## src/rtl/err_trap_pkg.sv

```systemverilog
package err_trap_pkg;

  localparam int STAT_W  = 6;
  localparam int EM_W    = 2;
  localparam int SRC_W   = 3;

  // bit positions inside the status register
  localparam int POS_SRC_IUNC = 0;
  localparam int POS_SRC_IACC = 1;
  localparam int POS_SRC_DACC = 2;
  localparam int POS_PRIV     = 3;
  localparam int POS_EM_LO    = 4;
  localparam int POS_EM_HI    = 5;

  typedef enum logic [EM_W-1:0] {
    EM_PRECISE   = 2'b00,
    EM_RETRY     = 2'b01,
    EM_RESERVED  = 2'b10,
    EM_NORETRY   = 2'b11
  } end_method_e;

  typedef struct packed {
    logic [EM_W-1:0]  em;
    logic             priv;
    logic [SRC_W-1:0] cause;  // {dacc, iacc, iunc}
  } trap_capture_t;

endpackage

```

## src/rtl/err_trap_classify.sv

```systemverilog
module err_trap_classify
  import err_trap_pkg::*;
(
  input  logic            clk,
  input  logic            rst,
  input  logic            handler_mode_i,
  input  logic            ev_instr_unc_i,
  input  logic            ev_async_unc_i,
  input  logic            ev_iaccess_i,
  input  logic            ev_daccess_i,
  input  logic [EM_W-1:0] end_method_i,
  input  logic            wdog_to_i,
  input  logic            priv_i,
  input  logic            priv_corrupt_i,
  output logic            single_q_o,
  output logic            multi_q_o,
  output trap_capture_t   cap_q_o
);

  logic          want_single;
  logic          want_multi;
  trap_capture_t cap_d;

  // the mode bit alone selects the class, so both can never fire together
  always_comb begin
    want_single = !handler_mode_i && (ev_instr_unc_i || ev_async_unc_i);
    want_multi  =  handler_mode_i && (ev_instr_unc_i || ev_iaccess_i || ev_daccess_i);
  end

  always_comb begin
    cap_d.em    = wdog_to_i ? EM_PRECISE : end_method_i;
    cap_d.priv  = priv_corrupt_i ? 1'b1 : priv_i;
    cap_d.cause = {ev_daccess_i, ev_iaccess_i, ev_instr_unc_i};
  end

  always_ff @(posedge clk) begin
    if (rst) begin
      single_q_o <= 1'b0;
      multi_q_o  <= 1'b0;
      cap_q_o    <= '0;
    end else begin
      single_q_o <= want_single;
      multi_q_o  <= want_multi;
      cap_q_o    <= cap_d;
    end
  end

endmodule

```

## src/rtl/err_trap_status.sv

```systemverilog
module err_trap_status
  import err_trap_pkg::*;
(
  input  logic              clk,
  input  logic              rst,
  input  logic              single_i,
  input  logic              multi_i,
  input  trap_capture_t     cap_i,
  output logic [STAT_W-1:0] status_o
);

  logic [EM_W-1:0]  em_q;
  logic             priv_q;
  logic [SRC_W-1:0] src_q;

  // end-method and privilege fields: loaded only by a single-class trap
  always_ff @(posedge clk) begin
    if (rst) begin
      em_q   <= '0;
      priv_q <= 1'b0;
    end else if (single_i) begin
      em_q   <= cap_i.em;
      priv_q <= cap_i.priv;
    end
  end

  // source flags: cleared by a single trap, set per own cause by a multiple trap
  for (genvar k = 0; k < SRC_W; k++) begin : g_src
    always_ff @(posedge clk) begin
      if (rst) begin
        src_q[k] <= 1'b0;
      end else if (single_i) begin
        src_q[k] <= 1'b0;
      end else if (multi_i && cap_i.cause[k]) begin
        src_q[k] <= 1'b1;
      end
    end
  end

  always_comb begin
    status_o                     = '0;
    status_o[POS_EM_HI:POS_EM_LO] = em_q;
    status_o[POS_PRIV]           = priv_q;
    status_o[POS_SRC_DACC]       = src_q[2];
    status_o[POS_SRC_IACC]       = src_q[1];
    status_o[POS_SRC_IUNC]       = src_q[0];
  end

endmodule

```

## src/rtl/err_trap_rdport.sv

```systemverilog
module err_trap_rdport
  import err_trap_pkg::*;
#(
  parameter int DATA_W = 32
) (
  input  logic              clk,
  input  logic              rst,
  input  logic              rd_en_i,
  input  logic [STAT_W-1:0] status_i,
  output logic [DATA_W-1:0] rd_data_o
);

  localparam int PAD_W = DATA_W - STAT_W;

  logic [DATA_W-1:0] word;

  generate
    if (PAD_W > 0) begin : g_pad
      assign word = {{PAD_W{1'b0}}, status_i};
    end else begin : g_nopad
      assign word = status_i[DATA_W-1:0];
    end
  endgenerate

  always_ff @(posedge clk) begin
    if (rst) begin
      rd_data_o <= '0;
    end else begin
      rd_data_o <= rd_en_i ? word : '0;
    end
  end

endmodule

```

## src/rtl/err_trap_capture.sv

```systemverilog
module err_trap_capture
  import err_trap_pkg::*;
#(
  parameter int DATA_W = 32
) (
  input  logic              clk,
  input  logic              rst,
  input  logic              handler_mode_i,
  input  logic              ev_instr_unc_i,
  input  logic              ev_async_unc_i,
  input  logic              ev_iaccess_i,
  input  logic              ev_daccess_i,
  input  logic [1:0]        end_method_i,
  input  logic              wdog_to_i,
  input  logic              priv_i,
  input  logic              priv_corrupt_i,
  input  logic              rd_en_i,
  output logic              trap_single_o,
  output logic              trap_multi_o,
  output logic [DATA_W-1:0] rd_data_o
);

  trap_capture_t     cap_q;
  logic [STAT_W-1:0] status_q;

  err_trap_classify u_classify (
    .clk            (clk),
    .rst            (rst),
    .handler_mode_i (handler_mode_i),
    .ev_instr_unc_i (ev_instr_unc_i),
    .ev_async_unc_i (ev_async_unc_i),
    .ev_iaccess_i   (ev_iaccess_i),
    .ev_daccess_i   (ev_daccess_i),
    .end_method_i   (end_method_i),
    .wdog_to_i      (wdog_to_i),
    .priv_i         (priv_i),
    .priv_corrupt_i (priv_corrupt_i),
    .single_q_o     (trap_single_o),
    .multi_q_o      (trap_multi_o),
    .cap_q_o        (cap_q)
  );

  err_trap_status u_status (
    .clk      (clk),
    .rst      (rst),
    .single_i (trap_single_o),
    .multi_i  (trap_multi_o),
    .cap_i    (cap_q),
    .status_o (status_q)
  );

  err_trap_rdport #(.DATA_W(DATA_W)) u_rdport (
    .clk       (clk),
    .rst       (rst),
    .rd_en_i   (rd_en_i),
    .status_i  (status_q),
    .rd_data_o (rd_data_o)
  );

endmodule

```

## config.mk

```make
export PLATFORM = sky130hd
export DESIGN_NAME = err_trap_capture
export DESIGN_NICKNAME = d
export VERILOG_FILES = /design/src/rtl/err_trap_pkg.sv /design/src/rtl/err_trap_classify.sv /design/src/rtl/err_trap_status.sv /design/src/rtl/err_trap_rdport.sv /design/src/rtl/err_trap_capture.sv
export SDC_FILE = /design/constraint.sdc
export NUM_CORES = 1
export LEC_CHECK = 0
export BUFFER_PORTS_ARGS = -buffer_cell sky130_fd_sc_hd__buf_2
export CAP_MARGIN = 20
export CORE_MARGIN = 2
export CORE_UTILIZATION = 42
export CTS_CLUSTER_DIAMETER = 100
export DETAILED_ROUTE_END_ITERATION = 8
export GPL_ROUTABILITY_DRIVEN = 0
export GPL_TIMING_DRIVEN = 0
export PLACE_DENSITY = 0.73
export SYNTH_ARGS = -nofsm -noshare
export SYNTH_HDL_FRONTEND = slang
export SYNTH_SLANG_ARGS = --single-unit
export TNS_END_PERCENT = 30
```

## constraint.sdc

```tcl
create_clock -name clk -period 1.3 [get_ports clk]
set_clock_uncertainty 0.15 [all_clocks]
set_input_delay 0.26 -clock clk [delete_from_list [all_inputs] [get_ports clk]]
set_output_delay 0.26 -clock clk [all_outputs]
set_load 0.01 [all_outputs]
```

==> metrics.cfg <==
[floorplan]
rows=16
die_w_um=48.61
die_area_um2=2363
ios=47
start_util_pct=43.49
fp.coreArea_um2=1922
die_y_um=48.61

[cts]
ctsResizeCount=0
htreeDepth=1
clock_sinks=20
cts_tree=yes
clk_latency_ns=0.30
cts_buffers=3
clk_pin_slew_ns=0.11
cts_buffer_depth=2
root_buffer=clkbuf_4

[yosys]
synth-edff-count=0
synth.distinct_cells=14
ys_ff_latch=20
yosysSeqAreaShare_pct=47.90
yosysWarnings=0
synthCells=79
synthTopCellsByArea=dfxtp_1 (48%), buf_4 (24%), nor3_2 (4.8%), and2_1 (4.5%), mux2i_1 (3.6%)
syn-cell-area_um2=835.8
synth.avg_cell_area_um2=10.58
async_flop_share_pct=0
synth_largest_area_cell=dfxtp_1
synth.most_common_cell=buf_4
synthTopCellsByCount=buf_4 (27), dfxtp_1 (20), and2_1 (6), nor2_1 (6), nor3_2 (4)
synthFlopType=dfxtp_1
netlist.area_leader.share_pct=47.90

[routing]
drt_iter0_markers=0
via_per_inst=3.532
wire_per_inst_um=7.671
drt-total-wl_um=1212
drc_errors=0
drtPass1Iterations=1
via_count=558
postRouteAntennaNets=0

[timing]
finalCriticalPeriod_ns=1.246
whs_ns=0.01609
rsz0062_at_grt=no
slew_viol_final=0
timing.fmax_mhz=802.6
fin_tns_setup_ns=0
setup_viol=0
fin_crit_sh_pct=95.84
hold_viol=0
setup_ws_ns=0.05408

[final_layout]
insertedDiodeCount=0
final_layout_size_suffix_gt1_share_pct=47.33
nets=145
fill_cells=177
fin_util_pct=59.64
syn_to_final_growth_pct=37.13

[power_and_ir_drop]
power_uw=1308
ir_drop_mv=0.6567
power_leakage_uw=0.0006093
pwr_density_cell_nw_per_um2=1142

[placement]
portBuffers=20
place_ws_ns=0.3117
dpl.hpwl_um=932.7

[global_routing]
grt_start_max_net_pins=13
grt_use_total_pct=11.26
grt_pass1_vias=489
antenna_found_initial=0
grt_pass1_wl_um=1966
grt_overflow=0

[critical_path]
r2r_end=u_status.em_q[0]
cp-endpoint=trap_multi_o
cp_num_buf_inv=1
crit_type=register to output port
r2r-start=u_classify.single_q_o
crit_arrival_ns=0.84
critical-path-top-delay-family=flip-flops
cp_num_cells=1
slowest_stage=dfxtp_1
worstPathCellList=buf_2
r2r_setup_slack_ns=0.31
startpoint_type=register
max_stage_delay_ns=0.39
crit_start=u_classify.multi_q_o
end_kind=output port
critPathMaxFanout=4
reg2reg_depth=3
cp.required_ns=0.89

[outcome]
outcome=finished, final reports clean

[min_path]
hold_path.class=input port to register

[flow_run]
maxCapViolations=0

-- cells by family after synthesis --
logic type             share of synthesized area (%)
other                                         0.4487
AO/OA/AOI/OAI                                  1.796
AND/OR/NAND/NOR                                20.66
buffers and inverters                          25.60
flip-flops                                     47.90
multiplexers                                   3.593
-- sequential cells by signal, summed over array words and instances, names as in the netlist --
register and count:
u_classify.cap_q_o 6, u_classify.multi_q_o 1, u_classify.single_q_o 1, u_rdport.rd_data_o 6, u_status.em_q 2, u_status.priv_q 1
u_status.status_o 3
-- placed cells by master, fill, tap and decap left out --
master	netlist	layout
buf_4	27	27
conb_1	1	26
buf_2	0	20
dfxtp_1	20	20
nor2_1	6	6
and2_1	6	6
nor3_2	4	4
a21oi_1	3	3
mux2i_1	3	3
and2b_2	3	3
clkbuf_4	0	3
dlygate4sd3_1	0	3
nor3b_2	2	2
buf_6	1	1
nor2b_2	1	1
nor3_1	1	1
nor3b_1	1	1
bufinv_16	0	1
-- tightest hold or removal path, stage by stage --
cell and delay, ns:
buf_2 0.08, nor2_1 0.04, nor2_1 0.06
-- how the worst min path moves through the flow --
stage                                    start               endpoint  slack, ns  cells after the start
after floorplan                 handler_mode_i  u_classify.single_q_o       0.18                      1
after global placement    u_status.status_o[2]  u_rdport.rd_data_o[2]       0.29                      1
after detailed placement  u_status.status_o[2]  u_rdport.rd_data_o[2]       0.30                      1
after CTS                               priv_i  u_classify.cap_q_o[3]      0.004                      3
after global routing            priv_corrupt_i  u_classify.cap_q_o[3]      0.006                      3
final                           priv_corrupt_i  u_classify.cap_q_o[3]       0.02                      3
-- through the flow --
| stage | instance area [µm²] | instances |
|---|---|---|
| after floorplan | 929.6 | 104 |
| after global placement | 1064 | 151 |
| after detailed placement | 1064 | 151 |
| after CTS | 1136 | 157 |
| after global routing | 1146 | 158 |
| final | 1146 | 158 |
-- area by class of cell --
class / count / area (µm²) / share of cell area, %
Clock buffer: 3 / 22.52 / 1.965
Buffer: 28 / 214.0 / 18.67
Timing Repair Buffer: 23 / 130.1 / 11.35
Sequential cell: 20 / 400.4 / 34.93
Multi-Input combinational cell: 56 / 315.3 / 27.51
Tap cell: 27 / 33.78 / 2.948
Clock inverter: 1 / 30.03 / 2.620
-- routing by layer --
metal  GRT usage [%]  wire, µm  share of wire, %  vias to the layer above
li1                -         -                 -                      301
met2           17.81       647                53                       25
met1           12.45       458                38                      230
met4           8.571        12              0.99                        0
met5               0         0                 0                        -
met3           3.704        92               7.6                        2
-- repair_timing --
item,CTS,global route
endpoints found under the hold margin,3,1
setup endpoints to repair,0,0
setup buffers,0,0
hold buffers,2,1
-- report_power, final --
group	switching, µW	internal [µW]
combinational	79.7	95.0
clock	183	312
sequential	6.92	632
total	270	1040
Power figures use the tool's default switching activity.
